$ cat src/rtl/mesi_line_tracker.sv
module mesi_line_tracker #(
  parameter int LINES = 16,
  localparam int IDXW = (LINES > 1) ? $clog2(LINES) : 1
) (
  input  logic            clk,
  input  logic            rst_n,
  input  logic            ev_valid,
  input  logic [1:0]      ev_op,
  input  logic [IDXW-1:0] ev_line,
  input  logic            shared_in,
  input  logic            upg_ack,
  input  logic            wb_ack,
  input  logic [IDXW-1:0] look_line,
  output logic [1:0]      look_state,
  output logic            look_wr_ok,
  output logic            busy,
  output logic            upg_req,
  output logic            wb_req,
  output logic            miss
);
  localparam logic [1:0] ST_I = 2'b00, ST_S = 2'b01, ST_E = 2'b10, ST_M = 2'b11;
  localparam logic [1:0] OP_LRD = 2'b00, OP_LWR = 2'b01, OP_SRD = 2'b10, OP_SINV = 2'b11;
  localparam logic [1:0] PD_NONE = 2'b00, PD_UPG = 2'b01, PD_WBS = 2'b10, PD_WBI = 2'b11;

  logic [LINES-1:0][1:0] st_q;
  logic [1:0]            pend_q;
  logic [IDXW-1:0]       pend_line_q;
  logic                  miss_q;

  logic       acc;
  logic [1:0] cur_st, nxt_st, nxt_pend;
  logic       nxt_miss;

  assign acc    = ev_valid && (pend_q == PD_NONE);
  assign cur_st = st_q[ev_line];

  always_comb begin
    nxt_st   = cur_st;
    nxt_pend = PD_NONE;
    nxt_miss = 1'b0;
    unique case (ev_op)
      OP_LRD: if (cur_st == ST_I) begin
        nxt_st   = shared_in ? ST_S : ST_E;
        nxt_miss = 1'b1;
      end
      OP_LWR: unique case (cur_st)
        ST_I: begin nxt_st = ST_M; nxt_miss = 1'b1; end
        ST_S: nxt_pend = PD_UPG;
        ST_E: nxt_st = ST_M;
        default: ;
      endcase
      OP_SRD: unique case (cur_st)
        ST_M: nxt_pend = PD_WBS;
        ST_E: nxt_st = ST_S;
        default: ;
      endcase
      OP_SINV: unique case (cur_st)
        ST_M: nxt_pend = PD_WBI;
        ST_S, ST_E: nxt_st = ST_I;
        default: ;
      endcase
    endcase
  end

  always_ff @(posedge clk) begin
    if (!rst_n) begin
      st_q        <= '0;
      pend_q      <= PD_NONE;
      pend_line_q <= '0;
      miss_q      <= 1'b0;
    end else begin
      miss_q <= acc && nxt_miss;
      if (acc) begin
        st_q[ev_line] <= nxt_st;
        if (nxt_pend != PD_NONE) begin
          pend_q      <= nxt_pend;
          pend_line_q <= ev_line;
        end
      end else begin
        unique case (pend_q)
          PD_UPG: if (upg_ack) begin st_q[pend_line_q] <= ST_M; pend_q <= PD_NONE; end
          PD_WBS: if (wb_ack)  begin st_q[pend_line_q] <= ST_S; pend_q <= PD_NONE; end
          PD_WBI: if (wb_ack)  begin st_q[pend_line_q] <= ST_I; pend_q <= PD_NONE; end
          default: ;
        endcase
      end
    end
  end

  assign look_state = st_q[look_line];
  assign look_wr_ok = look_state[1];
  assign busy       = (pend_q != PD_NONE);
  assign upg_req    = (pend_q == PD_UPG);
  assign wb_req     = pend_q[1];
  assign miss       = miss_q;
endmodule

$ cat config.mk
export PLATFORM = sky130hd
export DESIGN_NAME = mesi_line_tracker
export DESIGN_NICKNAME = d
export VERILOG_FILES = /design/src/rtl/mesi_line_tracker.sv
export SDC_FILE = /design/constraint.sdc
export NUM_CORES = 1
export LEC_CHECK = 0
export ABC_CLOCK_PERIOD_IN_PS = 2000
export BUFFER_PORTS_ARGS = -buffer_cell sky130_fd_sc_hd__clkbuf_2
export CAP_MARGIN = 10
export CORE_MARGIN = 2
export CORE_UTILIZATION = 54
export DETAILED_ROUTE_END_ITERATION = 6
export PLACE_DENSITY = 0.76
export SLEW_MARGIN = 10
export SYNTH_ARGS = -nofsm -noshare
export SYNTH_HDL_FRONTEND = slang
export SYNTH_SLANG_ARGS = --single-unit
$ cat constraint.sdc
create_clock -name clk -period 2 [get_ports clk]
set_input_delay 0.3 -clock clk [delete_from_list [all_inputs] [get_ports clk]]
set_output_delay 0.3 -clock clk [all_outputs]
set_load 0.03 [all_outputs]
Word level (Yosys, flattened, before mapping)
Cells that the tools add are included.

Bits of input ports: 16. Flip-flop bits (word level): 39. Output and inout bits: 7. Logic and storage cells: 93.

Order comparisons: 5. Bitwise gates (word level): 6. Reduce and logical (&&, ||, !) cells: 18. Eq/ne operators: 14. Muxes and demuxes: 31.

Operator list (number): 32-bit two-way mux (4); 32-bit case mux with 3 select lines (1); 32-bit bitwise AND (1); 32-bit bitwise mux (1); 32-bit NOT (1); 32-bit bitwise OR (1); 2-bit two-way mux (15); 16-bit bitwise AND (1); 2-bit binary-select mux with 4-bit select (2); 2-bit demux with 4-bit select (2); 16-bit NOT (1); 16-bit bitwise OR (1); 4-bit by 5-bit less-than comparator with 1-bit output, second input constant (3); 2-bit == test, second input constant (6); 4-bit by 1-bit >= comparator with 1-bit output, second input constant (2); 2-bit case mux with 4 select lines (1); 4-bit AND reduction (2); 2-bit OR reduction (4); 2-bit by 1-bit == test with 1-bit output, second input constant (3); 2-bit logical NOT (3); 3-bit != test, second input constant (2); 2-bit case mux with 3 select lines (1); 1-bit logical AND (4); 2-bit case mux with 2 select lines (1); other kinds (8) (11).

Longest topological paths before layout
Word-level depth: 9. Mapped depth: 9. Gate-level depth less buffers: 6.

Least setup slack after synthesis
No wires, ideal clock.

Kind: input to output. From: input port look_line[0]. To: output port look_state[1]. Path buffers: 2. Slack: -0.351 ns. Data required time: 1.700 ns. Stages: 4. Arrival: 2.051 ns. Cell sequence: clkbuf_1 mux4_2 mux4_2 buf_4.

Longest elaborated chain between the ends: 2.

Ends and longest elaborated chain: start: declaration (line 13) `input logic [IDXW-1:0] look_line,`; 2-bit binary-select mux with 4-bit select (line 90) `assign look_state = st_q[look_line];`; 2-bit two-way mux (implied by the code) (line 90); end: declaration (line 14) `output logic [1:0] look_state,`.

No other way between the ends. The select of a mux whose other input is x is not followed.

Final worst setup path
From: register st_q[30] in the netlist's numbering. To: output port look_state[0].

Longest elaborated chain between the ends: 2.

Ends and longest elaborated chain: start: declaration (line 25) `logic [LINES-1:0][1:0] st_q;`; start signal: indexed assignment (line 74) `st_q[ev_line] <= nxt_st;`; 2-bit binary-select mux with 4-bit select (line 90); 2-bit two-way mux (implied by the code) (line 90).

No other way between the ends. The select of a mux whose other input is x is not followed.

==> results.yml <==
run_status:
  status: "finished, violations left"
  violations: "DRC, setup timing"
synth:
  synth.avg_cell_area_um2: 8.331
  synth_edf_count: 0
  synthMuxAreaShare: 0.1642
  synthArstFlopShare: 0
  synth_top_area_share: 0.2831
  synthFlopType: "dfxtp_1"
  synthTopCellsByArea: "dfxtp_1, mux4_2, mux2i_1, nand2_1, nor2_1"
  syn_area_um2: 2758
  post-synth-top-count-cell: "dfxtp_1"
  synth_seq_cells: 39
  synth_compound_area_frac: 0.2899
  synth_top_family_by_area: "compound AO/OA/AOI/OAI gates"
  yosysSeqAreaShare: 0.2831
  synthXorXnorAreaFrac: 0.003176
  synth_top_area_cell: "dfxtp_1"
  synth_warnings: 0
  synth_common_cells: "dfxtp_1, nand2_1, nor2_1, a21oi_1, clkbuf_1"
  synth-simple-area-share: 0.1992
  netlist_instances: 331
  synthAdderAreaFrac: 0
  synthesis.nets: 347
  synth_cell_type_count: 49
detailed_routing:
  wl_per_cell_um: 23.69
  vias: 3295
  dr.pass1.iters: 7
  drc: 23
  drtIter0Drc: 679
  wirelength_um: 10760
  viasPerCell: 7.258
  final_antenna_net_count: 0
setup_path:
  r2r-end: "st_q[13]$_SDFFE_PN0P_"
  reg2reg_depth: 7
  cp.required_ps: 1700
  max_stage_delay_ps: 520
  r2r_slack_ps: -220
  rr_startpoint: "st_q[26]$_SDFFE_PN0P_"
  crit_fanout: 2
  critPathLaunchType: "flop"
  end_kind: "primary output"
  critPathArrivalTime_ps: 1940
  path_cells: "buf_6, mux4_2, mux4_2, buf_8"
  critPathKind: "reg -> out"
  crit_buf_inv: 2
  crit_family: "multiplexers"
  crit_path_top_delay_cell: "mux4_2"
  path_common_cell: "mux4_2"
cts:
  cts.path.max_buffers: 2
  ctsRootBufferMaster: "clkbuf_8"
  holdBufCountCts: 0
  cts_tree: "done"
  h-tree-depth: 2
  clk_latency_ps: 310
  cts.clk_slew.worst_paths_ps: 80
  numCtsBuffers: 5
  cts_num_sinks: 39
pwr:
  p_per_area_nw_per_um2: 597.2
  p_sw_frac: 0.3182
  ir_worst_vdd_v: 0.0005076
  seq_power_share: 0.399
  p_comb_frac: 0.270
  power.switching_w: 0.0006841
  cell_internal_pwr_w: 0.001466
  p_leak_nw: 1.397
  power_frac_clock: 0.332
min_path:
  min_to: "pend_q[0]$_SDFFE_PN0P_"
  holdPathStages: 3
  min_path_type: "in -> reg"
  hold_start: "ev_op[0]"
timing:
  fmax_mhz: 445.4
  rsz0062_at_grt: "yes"
  max_slew_margin: 0.1883
  period_needed_ps: 2245
  setup_viol: 36
  drv_slew: 0
  hold_viol: 0
  worst_slack_ps: -245.0
  tightest_slew_ps: 1215
  period_share: 1.122
  skew_ps: 11.67
  hold_ws_ps: 313.6
die:
  num_rows: 26
  ios: 23
  initial_utilization: 0.5504
  die_w_um: 75.46
  core_area_um2: 5010
  die_area_um2: 5694
  die_h_um: 75.46
final_layout:
  final_nets: 399
  utilization: 0.7185
  multi_input_area_um2: 2003
  finish.instance_area_um2: 3600
  instances_no_fill: 454
  area_growth_pct: 30.54
  register_area_um2: 794.5
  n_antenna_cell: 0
  drive_gt1_frac: 0.3646
  n_fill_cell: 377
run:
  drv_cap: 0
place:
  post-place-ws_ps: -514.4
  hpwlAfterDp_um: 6498
  placed_area_um2: 3168
  io_buffers: 22
  post-place-cells: 437
  gp_congestion: 1.005
global_routing:
  overflow: 0
  grt_start_max_net_pins: 32
  grt_pass1_vias: 2783
  antenna_found_initial: 0
  grt_pass1_wl_um: 14370
  grt_use_total: 0.3427
worst max-delay path by stage:
stage                     startpoint                     to  slack, ps  depth (start not counted)
2_1_floorplan             ev_line[1]  st_q[12]$_SDFFE_PN0P_       -140                          8
3_3_place_gp              ev_line[1]  st_q[27]$_SDFFE_PN0P_       -460                          9
3_5_place_dp              ev_line[1]  st_q[23]$_SDFFE_PN0P_       -510                          9
4_1_cts        st_q[30]$_SDFFE_PN0P_          look_state[0]       -230                          4
5_1_grt        st_q[26]$_SDFFE_PN0P_  st_q[26]$_SDFFE_PN0P_       -280                          8
6_report       st_q[30]$_SDFFE_PN0P_          look_state[0]       -240                          4
cells by family after synthesis:
group           after synthesis
compound gates              109
flops                        39
mux                          31
simple gates                116
xor+xnor                      1
buf+inv                      35
per-stage QoR:
stage / power, W / setup TNS [ps]
2_1_floorplan: 0.001162 / -1712
3_3_place_gp: 0.001301 / -15040
3_5_place_dp: 0.001310 / -17050
4_1_cts: 0.002058 / -4621
5_1_grt: 0.002200 / -9287
6_report: 0.002150 / -6460
area by class of cell:
| cell class | instances | area share |
|---|---|---|
| Multi-Input combinational cell | 258 | 0.5565 |
| Sequential cell | 39 | 0.2207 |
| Timing Repair Buffer | 71 | 0.1575 |
| Tap cell | 70 | 0.02433 |
| Clock buffer | 6 | 0.02294 |
| Clock inverter | 2 | 0.009732 |
| Inverter | 8 | 0.008342 |
sequential cells by signal, indices dropped and copies added (netlist names):
signal,cells
pend_q,2
st_q,32
pend_line_q,4
miss,1
power groups by stage:
stage	Clock (W)	Combinational (W)	Sequential, W
after global placement	0	0.000437	0.000864
after CTS	0.000707	0.000503	0.000848
final	0.000713	0.000579	0.000857
after detailed placement	0	0.000443	0.000866
after floorplan	0	0.000311	0.000851
after global routing	0.000742	0.000602	0.000855
cells in the final DEF (no fill, tap or decap), types with 7 or more instances in the layout:
cell type,count
buf_4,41
nor2_1,35
nand2_1,34
dfxtp_1,30
clkbuf_2,18
a21oi_2,17
mux2i_1,16
nor3_1,12
mux4_2,11
o22ai_1,11
a2bb2oi_1,11
o31ai_1,10
nor2b_1,9
inv_1,8
nand2b_1,8
a21oi_1,8
dfxtp_2,8
o21ai_0,7
tightest hold or removal path: stages:
cell	delay (ps)
clkbuf_2	140
nand2_1	70
o31ai_1	60
per-layer routing:
layer | vias up | track usage | share of wire
li1 | 1372 | - | -
met5 | - | 0 | 0
met4 | 0 | 0.1696 | 0.067
met1 | 1489 | 0.4672 | 0.36
met2 | 344 | 0.5092 | 0.43
met3 | 90 | 0.08069 | 0.15
repair_timing:
action,4_1_cts,5_1_grt
buffers inserted,2,6
gates resized for setup,39,25
gates cloned,1,0
pin swaps,10,6
setup endpoints to repair,39,39
Power figures use the tool's default switching activity.
